### src/rtl/angle_latch_ctr.sv
module angle_latch_ctr #(
  parameter int WIDTH      = 12,
  parameter int STROBE_CYC = 8,
  parameter int BUSY_CYC   = 17
) (
  input  logic             clk,
  input  logic             rst,
  input  logic             step,
  input  logic             step_up,
  input  logic             inhibit_n,
  input  logic             enable_n,
  output logic             busy,
  output logic [WIDTH-1:0] data_out,
  output logic             data_oe
);
  localparam int SW = $clog2(STROBE_CYC + 1);
  localparam int BW = $clog2(BUSY_CYC + 1);
  localparam logic [SW-1:0] S_LOAD = SW'(STROBE_CYC);
  localparam logic [BW-1:0] B_LOAD = BW'(BUSY_CYC);

  logic [WIDTH-1:0] count, latch_q;
  logic [SW-1:0]    strobe_cnt;
  logic [BW-1:0]    busy_cnt;
  logic             arm, fire;

  assign arm  = step & inhibit_n;
  assign fire = (strobe_cnt == SW'(1));

  always_ff @(posedge clk) begin
    if (rst)
      count <= '0;
    else if (step)
      count <= step_up ? count + 1'b1 : count - 1'b1;
  end

  always_ff @(posedge clk) begin
    if (rst) begin
      strobe_cnt <= '0;
      busy_cnt   <= '0;
    end else if (arm) begin
      strobe_cnt <= S_LOAD;
      busy_cnt   <= B_LOAD;
    end else begin
      if (strobe_cnt != '0) strobe_cnt <= strobe_cnt - 1'b1;
      if (busy_cnt != '0)   busy_cnt   <= busy_cnt - 1'b1;
    end
  end

  always_ff @(posedge clk) begin
    if (rst)
      latch_q <= '0;
    else if (fire && !arm)
      latch_q <= count;
  end

  assign busy     = (busy_cnt != '0);
  assign data_oe  = ~enable_n;
  assign data_out = enable_n ? '0 : latch_q;
endmodule

### config.mk
export PLATFORM = sky130hd
export DESIGN_NAME = angle_latch_ctr
export DESIGN_NICKNAME = d
export VERILOG_FILES = /design/src/rtl/angle_latch_ctr.sv
export SDC_FILE = /design/constraint.sdc
export NUM_CORES = 1
export LEC_CHECK = 0
export BUFFER_PORTS_ARGS = -buffer_cell sky130_fd_sc_hd__buf_2
export CAP_MARGIN = 20
export CORE_MARGIN = 1.5
export CORE_UTILIZATION = 60
export CTS_BUF_LIST = sky130_fd_sc_hd__clkbuf_4 sky130_fd_sc_hd__clkbuf_8
export DETAILED_ROUTE_END_ITERATION = 7
export PLACE_DENSITY = 0.89
export SLEW_MARGIN = 20
export SYNTH_ARGS = -nofsm -noshare
export SYNTH_HDL_FRONTEND = slang
export SYNTH_SLANG_ARGS = --single-unit
### constraint.sdc
create_clock -name clk -period 3.2 [get_ports clk]
set_input_delay 0.8 -clock clk [delete_from_list [all_inputs] [get_ports clk]]
set_output_delay 0.8 -clock clk [all_outputs]
set_load 0.05 [all_outputs]
# --- Yosys cells after proc, flatten, opt, wreduce, memory -nomap -nowiden ---
# Index checks and enable logic that the tools add are counted.
classes:
  n_mux: 6
  n_bitwise: 2
  reduce_logical: 7
  eq_ne: 1
  add_sub_neg: 4
ops:
  columns: ["operator", "count"]
  rows:
  - ["12-bit two-way mux", 2]
  - ["12-bit by 1-bit adder with 12-bit output, second input constant", 1]
  - ["12-bit by 1-bit subtractor with 12-bit output, second input constant", 1]
  - ["5-bit two-way mux", 2]
  - ["4-bit two-way mux", 2]
  - ["5-bit nonzero test", 1]
  - ["5-bit by 1-bit subtractor with 5-bit output, second input constant", 1]
  - ["4-bit by 1-bit == test with 1-bit output, second input constant", 1]
  - ["2-bit nonzero test", 2]
  - ["4-bit nonzero test", 1]
  - ["4-bit by 1-bit subtractor with 4-bit output, second input constant", 1]
  - ["2-bit OR reduction", 1]
  - ["1-bit AND", 1]
  - ["1-bit logical AND", 1]
  - ["1-bit logical NOT", 1]
  - ["1-bit inverter", 1]
word_totals:
  output_inout_bits: 14
  word_cells: 26
  in_bits: 6
  regBits: 33

# --- Longest topological paths before layout ---
# Gate-level depths: netlist of run 1.
depth:
  depth_word: 3
  mapped_depth: 8
  mapped_depth_nobuf: 8

# --- Least setup slack after synthesis of run 1 ---
# Ideal clock, no wire load.
synth_path:
  path_kind: "input to register"
  startpoint: "input step_up"
  endpoint: "register count[11]"
  arrival_ns: 2.555
  path_buffers: 0
  setup_slack_ns: 0.522
  setup_time_ns: 0.123
  required_ns: 3.077
  stages: 8
  path_cell_list: "inv_1 ha_1 a21oi_2 o21ai_0 a211oi_1 a31o_1 mux2i_1 mux2_1"
synth_between:
  elab_chain_len: 1
synth_rtl:
  columns: ["item", "line_no", "text"]
  rows:
  - ["start: declaration", "9", "input logic step_up,"]
  - ["12-bit two-way mux", "33", "count <= step_up ? count + 1'b1 : count - 1'b1;"]
  - ["end signal: assignment", "33", null]
  - ["end: declaration", "21", "logic [WIDTH-1:0] count, latch_q;"]
# Every way passes these cells.
# A chain may end at the register's enable or synchronous reset.

# --- Worst setup path after layout of run 1 ---
# Ends and elaborated chain as after synthesis.

==> results of run 1 <==
## sequential cells by signal, indices dropped and copies added, names as in the netlist
name        cells
busy_cnt        5
latch_q        12
strobe_cnt      4
count          12
## metal layers
metal / vias to the layer above / GRT usage (%)
met5: - / 0
met4: 0 / 6.82
met3: 5 / 5.27
met2: 14 / 37.3
met1: 726 / 27.9
li1: 788 / -
## power groups by stage
| stage | sequential, mW | combinational [mW] | clock [mW] |
|---|---|---|---|
| CTS | 0.561 | 0.624 | 0.253 |
| floorplan | 0.552 | 0.529 | 0 |
| global placement | 0.567 | 0.605 | 0 |
| detailed placement | 0.571 | 0.619 | 0 |
| finish | 0.561 | 0.622 | 0.245 |
| global route | 0.574 | 0.710 | 0.265 |
## critical path: stages
cell,delay (ns)
buf_2,0.10
inv_1,0.21
buf_4,0.21
ha_1,0.27
o21ai_0,0.24
o21bai_2,0.11
nand4_1,0.10
a31o_1,0.17
mux2i_1,0.21
mux2_1,0.33
## final cells by class
type | count | area share [%]
clock buffers | 7 | 2.87
inverters | 8 | 1.47
multi-input cells | 166 | 56.0
flip-flops and latches | 33 | 32.3
well taps | 33 | 2.02
repair buffers | 21 | 5.38
## how the worst max path moves through the flow
stage	from	end	slack, ns	depth (start not counted)
after floorplan	step_up	count[11]	0.52	8
after global placement	step_up	count[11]	0.40	9
after detailed placement	step_up	count[11]	0.37	9
after CTS	step_up	count[11]	0.71	9
after global routing	step_up	count[11]	0.46	9
final	step_up	count[11]	0.68	10
## cells in the final DEF (no fill, tap or decap), types with 3 or more instances in the layout
cell       n
xnor2_1   10
nor2b_1   15
mux2i_1   16
nand2_1   12
a21oi_1   11
nor2_1    30
o21ai_0    4
a211oi_1   6
inv_1      8
nor3b_1    3
nor3_1     4
nand3_1    5
dfxtp_1   33
ha_1      14
nand2b_1   9
buf_2     19
clkbuf_4   6
## logic make-up (layout without fill, tap and decap cells)
kind of cell,count (synthesis),count (layout),synth area share [%]
compound gates,36,36,13.1
xor+xnor,10,10,4.68
fa+ha+maj,15,15,10.4
buf+inv,17,36,3.54
flops,33,33,35.3
mux,17,17,9.15
simple gates,88,88,23.8
==> reports/metrics.cfg, run 1 <==
[status]
outcome=completed

[die]
pin_count=20
start_util_pct=62.4
dieArea_um2=3470
die_w_um=58.9
rows=20
core_area_um2=3000
die_h_um=58.9

[setup_path]
ff2ff_path_depth=7
cp_data_required_time_ns=3.43
worstSetupEndpointType=flop
worst-endpoint-arrival_ns=2.75
cp-start-kind=input pin
crit_fanout=7
r2r_slack_ns=1.11
critPathKind=in -> reg
r2r_start=count[8]
r2r-end=count[11]

[worst_hold_path]
min_to=busy_cnt[4]
hold_class=reg -> reg
hold_depth=2
min_from=busy_cnt[4]

[cts]
h-tree-depth=2
insertion_delay_ns=0.33
clk_pin_slew_ns=0.10
cts_tree=built
post_cts_resized=0
cts.hold.buffers_added=0
numCtsBuffers=5
clock_path_buffers=2
cts_sinks=33
cts_setup_buffers=0
cts-root-buf=clkbuf_4

[grt]
grt_use_total_pct=22.1
grt_max_degree=38
grt_pass1_wl_mm=5.93
antenna_found_initial=0
grt_pass1_vias=1393
overflow=0

[timing]
finClkSkew_ns=0.00670
worst_pin_slew_ns=0.600
drv_slew=0
period_needed_ns=2.52
maxSlewHeadroom_pct=60.0
final.setup.tns_ns=0
whs_ns=0.462
final.period_utilization_pct=78.7
hold_viol_final=0
finalSetupViolCount=0
clock.fmax_ghz=0.397
rsz0062_at_grt=false
fin_ws_ns=0.683

[place]
place_area_um2=1990
dp_hpwl_mm=2.44
place_ws_ns=0.365
placedCellCount=261
gp_congestion=0.870
portBuffers=19

[layout]
nets=256
drive_gt1_share_pct=14.5
final-seq-area_um2=661
multi_input_area_um2=1150
fin_util_pct=68.2
syn_to_final_growth_pct=9.29
diodes=0
stdcell_area_um2=2050
stdcell_count=268
fillers=254

[synthesis]
yosys_warnings=0
yosysMostFrequentCell=dfxtp_1
synth_top_area_share_pct=35.3
synth_edf_count=0
syn_inst=216
synth.distinct_cells=40
synth_sequential_area_ratio_pct=35.3
synth_seq_cells=33
syn_area_um2=1870
synth_ff_type=dfxtp_1
synth_largest_area_cell=dfxtp_1
syn_avg_cell_area_um2=8.67
synthTopCellsByArea=dfxtp_1, ha_1, mux2i_1
syn_nets=237
synthArstFlopShare_pct=0
synth_commonest_cells=dfxtp_1, nor2_1, mux2i_1

[power_and_ir_drop]
finalPower_mw=1.43
netSwitchingFraction_pct=38.5
clkPwrFrac_pct=17.2
p_seq_share_pct=39.3
p_sw_mw=0.550
p_leak_nw=0.955
power.internal_mw=0.879
irDropWorstVdd_mv=0.369
combPwrFrac_pct=43.6
powerDensity_nw_per_um2=698

[route]
vias=1533
wl_per_cell_um=12.5
postRouteAntennaNets=0
routed-wl-met3_um=78
met1_length_mm=1.59
met2WireLength_mm=1.63
via_per_inst=5.72
drt-pass1-iter-count=4
drt_iter0_drc=32
drcViolationCount=0
top_layer_used=met4
routed_wl_mm=3.35

[flow_run]
cap_violations=0

(Power assumes the default switching activity.)
==> run 2: changes to the inputs <==
--- a/config.mk
+++ b/config.mk
@@ -5,6 +5,7 @@
 export SDC_FILE = /design/constraint.sdc
 export NUM_CORES = 1
 export LEC_CHECK = 0
+export ABC_AREA = 1
 export BUFFER_PORTS_ARGS = -buffer_cell sky130_fd_sc_hd__buf_2
 export CAP_MARGIN = 20
 export CORE_MARGIN = 1.5
==> constraint.sdc (replaced) <==
create_clock -name clk -period 2.64 [get_ports clk]
set_input_delay 0.66 -clock clk [delete_from_list [all_inputs] [get_ports clk]]
set_output_delay 0.66 -clock clk [all_outputs]
set_load 0.05 [all_outputs]
==> reports/metrics.cfg, run 2 <==
[synthesis]
syn_area_um2=2000  ; was 1870 um^2
syn_inst=309  ; was 216
synth_sequential_area_ratio_pct=33.0  ; was 35.3%
syn_nets=330  ; was 237
synth.distinct_cells=23  ; was 40
synth_edf_count=0  ; unchanged
synth_seq_cells=33  ; unchanged
yosysMostFrequentCell=inv_1  ; was dfxtp_1
yosys_warnings=0  ; unchanged
synth_commonest_cells=inv_1, nand2_1, nor2_1  ; was dfxtp_1, nor2_1, mux2i_1
synth_ff_type=dfxtp_1  ; unchanged
synthArstFlopShare_pct=0  ; unchanged
synthTopCellsByArea=dfxtp_1, inv_1, nand2_1  ; was dfxtp_1, ha_1, mux2i_1
synth_top_area_share_pct=33.0  ; was 35.3%
synth_largest_area_cell=dfxtp_1  ; unchanged
syn_avg_cell_area_um2=6.48  ; was 8.67 um^2

[place]
gp_congestion=0.903  ; was 0.870
placedCellCount=366  ; was 261
dp_hpwl_mm=3.00  ; was 2.44 mm
portBuffers=19  ; unchanged

[cts]
cts_setup_buffers=0  ; unchanged
numCtsBuffers=5  ; unchanged
cts-root-buf=clkbuf_4  ; unchanged
clk_pin_slew_ns=0.09  ; was 0.10 ns
h-tree-depth=2  ; unchanged
cts.hold.buffers_added=0  ; unchanged
insertion_delay_ns=0.33  ; about the same
cts_sinks=33  ; unchanged
post_cts_resized=0  ; unchanged
clock_path_buffers=2  ; unchanged
cts_tree=built  ; unchanged

[die]
die_h_um=60.8  ; was 58.9 um
core_area_um2=3100  ; was 3000 um^2
rows=20  ; unchanged
die_w_um=60.8  ; was 58.9 um
start_util_pct=64.6  ; was 62.4%
dieArea_um2=3690  ; was 3470 um^2
pin_count=20  ; unchanged

[route]
drt_iter0_drc=80  ; was 32
drt-pass1-iter-count=4  ; unchanged
vias=1832  ; was 1533
via_per_inst=4.90  ; was 5.72
wl_per_cell_um=10.2  ; was 12.5 um
postRouteAntennaNets=0  ; unchanged
drcViolationCount=0  ; unchanged
routed_wl_mm=3.83  ; was 3.35 mm

[power_and_ir_drop]
powerDensity_nw_per_um2=902  ; was 698 nW/um^2
p_leak_nw=1.22  ; was 0.955 nW
irDropWorstVdd_mv=0.310  ; was 0.369 mV
finalPower_mw=2.00  ; was 1.43 mW

[setup_path]
worstSetupEndpointType=output pin  ; was flop
cp_top_family=simple AND/OR/NAND/NOR gates  ; was multiplexers
critPathKind=reg -> out  ; was in -> reg
crit_fanout=6  ; was 7
slowest_delay_ns=0.31  ; was 0.33 ns
cp_data_required_time_ns=1.98  ; was 3.43 ns
critPathSlowestCell=dfxtp_1  ; was mux2_1
worst-path-buf-inv=3  ; unchanged
cp-start-kind=flop  ; was input pin
worst-endpoint-arrival_ns=1.71  ; was 2.75 ns
crit_chain=inv_1, ha_1, nand2_1, nor2_1, inv_1, or2_1, buf_2  ; was buf_2, inv_1, buf_4, ha_1, o21ai_0, o21bai_2, nand4_1, a31o_1, mux2i_1, mux2_1
crit_top_cell=inv_1

[timing]
finalSetupViolCount=0  ; unchanged
finClkSkew_ns=0.00570  ; was 0.00670 ns
clock.fmax_ghz=0.422
final.setup.tns_ns=0  ; unchanged
hold_viol_final=0  ; unchanged
worst_pin_slew_ns=0.566  ; was 0.600 ns
final.period_utilization_pct=89.7
maxSlewHeadroom_pct=62.2  ; was 60.0%
drv_slew=0  ; unchanged
period_needed_ns=2.37
rsz0062_at_grt=false  ; unchanged

[layout]
syn_to_final_growth_pct=10.6  ; was 9.29%
final_common_cell=inv_1  ; was dfxtp_1
fillers=270  ; was 254
nets=350  ; was 256
diodes=0  ; unchanged
multi_input_area_um2=1060  ; was 1150 um^2
reg.largest.list=count: 12 flops, latch_q: 12 flops, busy_cnt: 5 flops  ; unchanged
stdcell_count=374  ; was 268
final_cell_mix=inv_1, nand2_1, nor2_1, dfxtp_1  ; was dfxtp_1, nor2_1, buf_2, mux2i_1, nor2b_1
drive_gt1_share_pct=9.70  ; was 14.5%
final-seq-area_um2=661  ; unchanged
fin_util_pct=71.4  ; was 68.2%

[grt]
grt_max_degree=21  ; was 38
overflow=0  ; unchanged
antenna_found_initial=0  ; unchanged
grt_pass1_wl_mm=6.27  ; was 5.93 mm
grt_pass1_vias=1548  ; was 1393
grt_use_total_pct=22.7  ; was 22.1%

[flow_run]
cap_violations=0  ; unchanged

[worst_hold_path]
hold_class=reg -> reg  ; unchanged

[status]
outcome=completed  ; unchanged

-- run 2: changes by cell type in the layout (fill, tap and decap cells not counted), moves of 3 or more --
cell,delta
nor3b_1,-3
nand3_1,+12
o21ai_0,+17
xor2_1,+3
mux2i_1,-16
a21oi_1,+10
nand2_1,+47
nor2_1,+19
nand2b_1,-9
nor2b_1,-15
inv_1,+54
a211oi_1,-6
-- run 2: kinds of logic after synthesis --
logic type	share of synthesized area, %
simple gates	27.4
buf+inv	13.9
compound gates	11.2
flops	33.0
fa+ha+maj	9.74
xor+xnor	4.81
-- run 2: layer usage --
| metal | vias up | wire [um] | track usage [%] |
|---|---|---|---|
| li1 | 986 | - | - |
| met1 | 799 | 1850 | 28.3 |
| met2 | 42 | 1750 | 38.4 |
| met3 | 5 | 186 | 5.12 |
| met4 | 0 | 51 | 8.07 |
| met5 | - | 0 | 0 |
-- run 2: path summary, 6_finish.rpt --
kind / end / cells after the start / slack (ns) / from
min reg2reg: latch_q[7] / 2 / 0.46 / latch_q[7]
max: busy / 7 / 0.27 / busy_cnt[0]
min: latch_q[7] / 2 / 0.46 / latch_q[7]
max reg2reg: count[8] / 9 / 0.99 / count[0]
-- run 2: metrics by stage --
| step | worst slack, ns | hold slack, ns | area (um^2) |
|---|---|---|---|
| after floorplan | 0.461 | 0.430 | 2000 |
| after global placement | 0.393 | 0.441 | 2130 |
| after detailed placement | 0.307 | 0.448 | 2130 |
| after CTS | 0.270 | 0.462 | 2220 |
| after global routing | 0.126 | 0.493 | 2220 |
| final | 0.271 | 0.458 | 2220 |
-- run 2: worst register-to-register path: cells and delay by family, from the launching register on --
family / cells / cell delay (ns)
AOI/OAI and AO/OA: 1 / 0.14
DFF: 1 / 0.39
buffers and inverters: 1 / 0.05
and+or+nand+nor: 6 / 0.51
adders and majority gates: 1 / 0.48
-- run 2: power by group --
part | total (mW) | switching [mW] | internal (mW) | leakage [nW]
registers | 0.710 | 0.0773 | 0.633 | 0.272
logic | 0.888 | 0.586 | 0.302 | 0.903
clock network | 0.401 | 0.165 | 0.236 | 0.0489
-- run 2: final cells by class --
class | instances | share of cell area (%)
inverter | 63 | 10.7
sequential | 33 | 29.8
clock buffer | 7 | 2.65
multi-input combinational | 205 | 48.1
tap | 44 | 2.48
timing repair buffer | 21 | 4.97
clock inverter | 1 | 1.36
==> run 3: changes to the inputs <==
--- a/config.mk
+++ b/config.mk
@@ -12,7 +12,7 @@
 export CORE_UTILIZATION = 60
 export CTS_BUF_LIST = sky130_fd_sc_hd__clkbuf_4 sky130_fd_sc_hd__clkbuf_8
 export DETAILED_ROUTE_END_ITERATION = 7
-export PLACE_DENSITY = 0.89
+export PLACE_DENSITY = 0.81
 export SLEW_MARGIN = 20
 export SYNTH_ARGS = -nofsm -noshare
 export SYNTH_HDL_FRONTEND = slang
==> reports/metrics.cfg, run 3 (synthesis results as in run 2) <==
[setup_path]
cp_data_required_time_ns=1.98  ; about the same
ff2ff_path_depth=4  ; was 9
worstSetupEndpointType=output pin  ; unchanged
critPathKind=reg -> out  ; unchanged
crit_fanout=6  ; unchanged
worst-endpoint-arrival_ns=1.70  ; was 1.71 ns
cp-start-kind=flop  ; unchanged

[flow_run]
cap_violations=0  ; unchanged

[layout]
syn_to_final_growth_pct=8.93  ; was 10.6%
stdcell_count=374  ; unchanged
final-seq-area_um2=661  ; unchanged
reg.largest.list=count: 12 flops, latch_q: 12 flops, busy_cnt: 5 flops  ; unchanged
fillers=293  ; was 270
multi_input_area_um2=1060  ; unchanged
drive_gt1_share_pct=9.70  ; unchanged
diodes=0  ; unchanged
final_cell_mix=inv_1, nand2_1, nor2_1, dfxtp_1  ; unchanged
stdcell_area_um2=2180  ; was 2220 um^2
fin_util_pct=70.3  ; was 71.4%
nets=350  ; unchanged
final_common_cell=inv_1  ; unchanged

[cts]
numCtsBuffers=5  ; unchanged
cts-root-buf=clkbuf_4  ; unchanged
cts.hold.buffers_added=0  ; unchanged
cts_sinks=33  ; unchanged
post_cts_resized=0  ; unchanged
cts_tree=built  ; unchanged
h-tree-depth=2  ; unchanged
cts_setup_buffers=0  ; unchanged
insertion_delay_ns=0.33  ; about the same
clk_pin_slew_ns=0.10  ; was 0.09 ns
clock_path_buffers=2  ; unchanged

[route]
drt-pass1-iter-count=4  ; unchanged
postRouteAntennaNets=0  ; unchanged
drcViolationCount=0  ; unchanged
via_per_inst=4.77  ; was 4.90
wl_per_cell_um=10.4  ; was 10.2 um
vias=1784  ; was 1832
drt_iter0_drc=71  ; was 80
routed_wl_mm=3.87  ; was 3.83 mm

[place]
place_ws_ns=0.305  ; was 0.307 ns
placedCellCount=366  ; unchanged
dp_hpwl_mm=3.01  ; was 3.00 mm
gp_congestion=0.886  ; was 0.903
place_area_um2=2130  ; unchanged
portBuffers=19  ; unchanged

[die]
die_w_um=60.8  ; unchanged
rows=20  ; unchanged
core_area_um2=3100  ; unchanged
die_h_um=60.8  ; unchanged
start_util_pct=64.6  ; unchanged
pin_count=20  ; unchanged
dieArea_um2=3690  ; unchanged

[worst_hold_path]
hold_class=reg -> reg  ; unchanged
hold_depth=2  ; unchanged

[grt]
grt_pass1_wl_mm=6.64  ; was 6.27 mm
grt_max_degree=23  ; was 21
grt_use_total_pct=24.2  ; was 22.7%
overflow=0  ; unchanged
antenna_found_initial=0  ; unchanged
grt_pass1_vias=1561  ; was 1548

[power_and_ir_drop]
powerDensity_nw_per_um2=857  ; was 902 nW/um^2
irDropWorstVdd_mv=0.385  ; was 0.310 mV
p_leak_nw=1.21  ; was 1.22 nW
finalPower_mw=1.87  ; was 2.00 mW

[timing]
maxSlewHeadroom_pct=56.0  ; was 62.2%
drv_slew=0  ; unchanged
clock.fmax_ghz=0.424  ; was 0.422 GHz
rsz0062_at_grt=false  ; unchanged
hold_viol_final=0  ; unchanged
fin_ws_ns=0.283  ; was 0.271 ns
finalSetupViolCount=0  ; unchanged
period_needed_ns=2.36  ; was 2.37 ns
final.setup.tns_ns=0  ; unchanged
final.period_utilization_pct=89.3  ; was 89.7%
whs_ns=0.460  ; was 0.458 ns
worst_pin_slew_ns=0.659  ; was 0.566 ns
finClkSkew_ns=0.0113  ; was 0.00570 ns

[status]
outcome=completed  ; unchanged

==> run 3: final cells by class <==
type / instances / area share, %
inverter: 63 / 10.8
tap: 44 / 2.52
clock buffer: 6 / 2.06
sequential: 33 / 30.3
multi-input combinational: 205 / 48.8
clock inverter: 2 / 0.459
timing repair buffer: 21 / 5.05
==> run 3: worst paths after layout <==
| path | from | endpoint | slack [ns] |
|---|---|---|---|
| worst max-delay path | busy_cnt[0] | busy | 0.28 |
| worst min-delay path | busy_cnt[4] | busy_cnt[4] | 0.46 |
| worst max register to register | strobe_cnt[0] | latch_q[2] | 0.99 |
| worst min register to register | busy_cnt[4] | busy_cnt[4] | 0.46 |
==> run 3: metal layers <==
metal / global-route usage (%) / vias to the layer above / part of all wire [%]
li1: - / 991 / -
met1: 32.6 / 763 / 54
met2: 37.8 / 25 / 42
met3: 6.82 / 5 / 2.8
met4: 7.45 / 0 / 1.3
met5: 0 / - / 0
==> run 3: critical path: stages (launching register included) <==
cell,delay [ns]
dfxtp_1,0.31
inv_1,0.13
ha_1,0.20
nand2_1,0.06
nor2_1,0.08
inv_1,0.05
or2_1,0.29
buf_2,0.25
==> run 3: where the power goes <==
part | switching (mW) | internal, mW
Combinational | 0.575 | 0.301
Clock | 0.170 | 0.112
Sequential | 0.0791 | 0.633
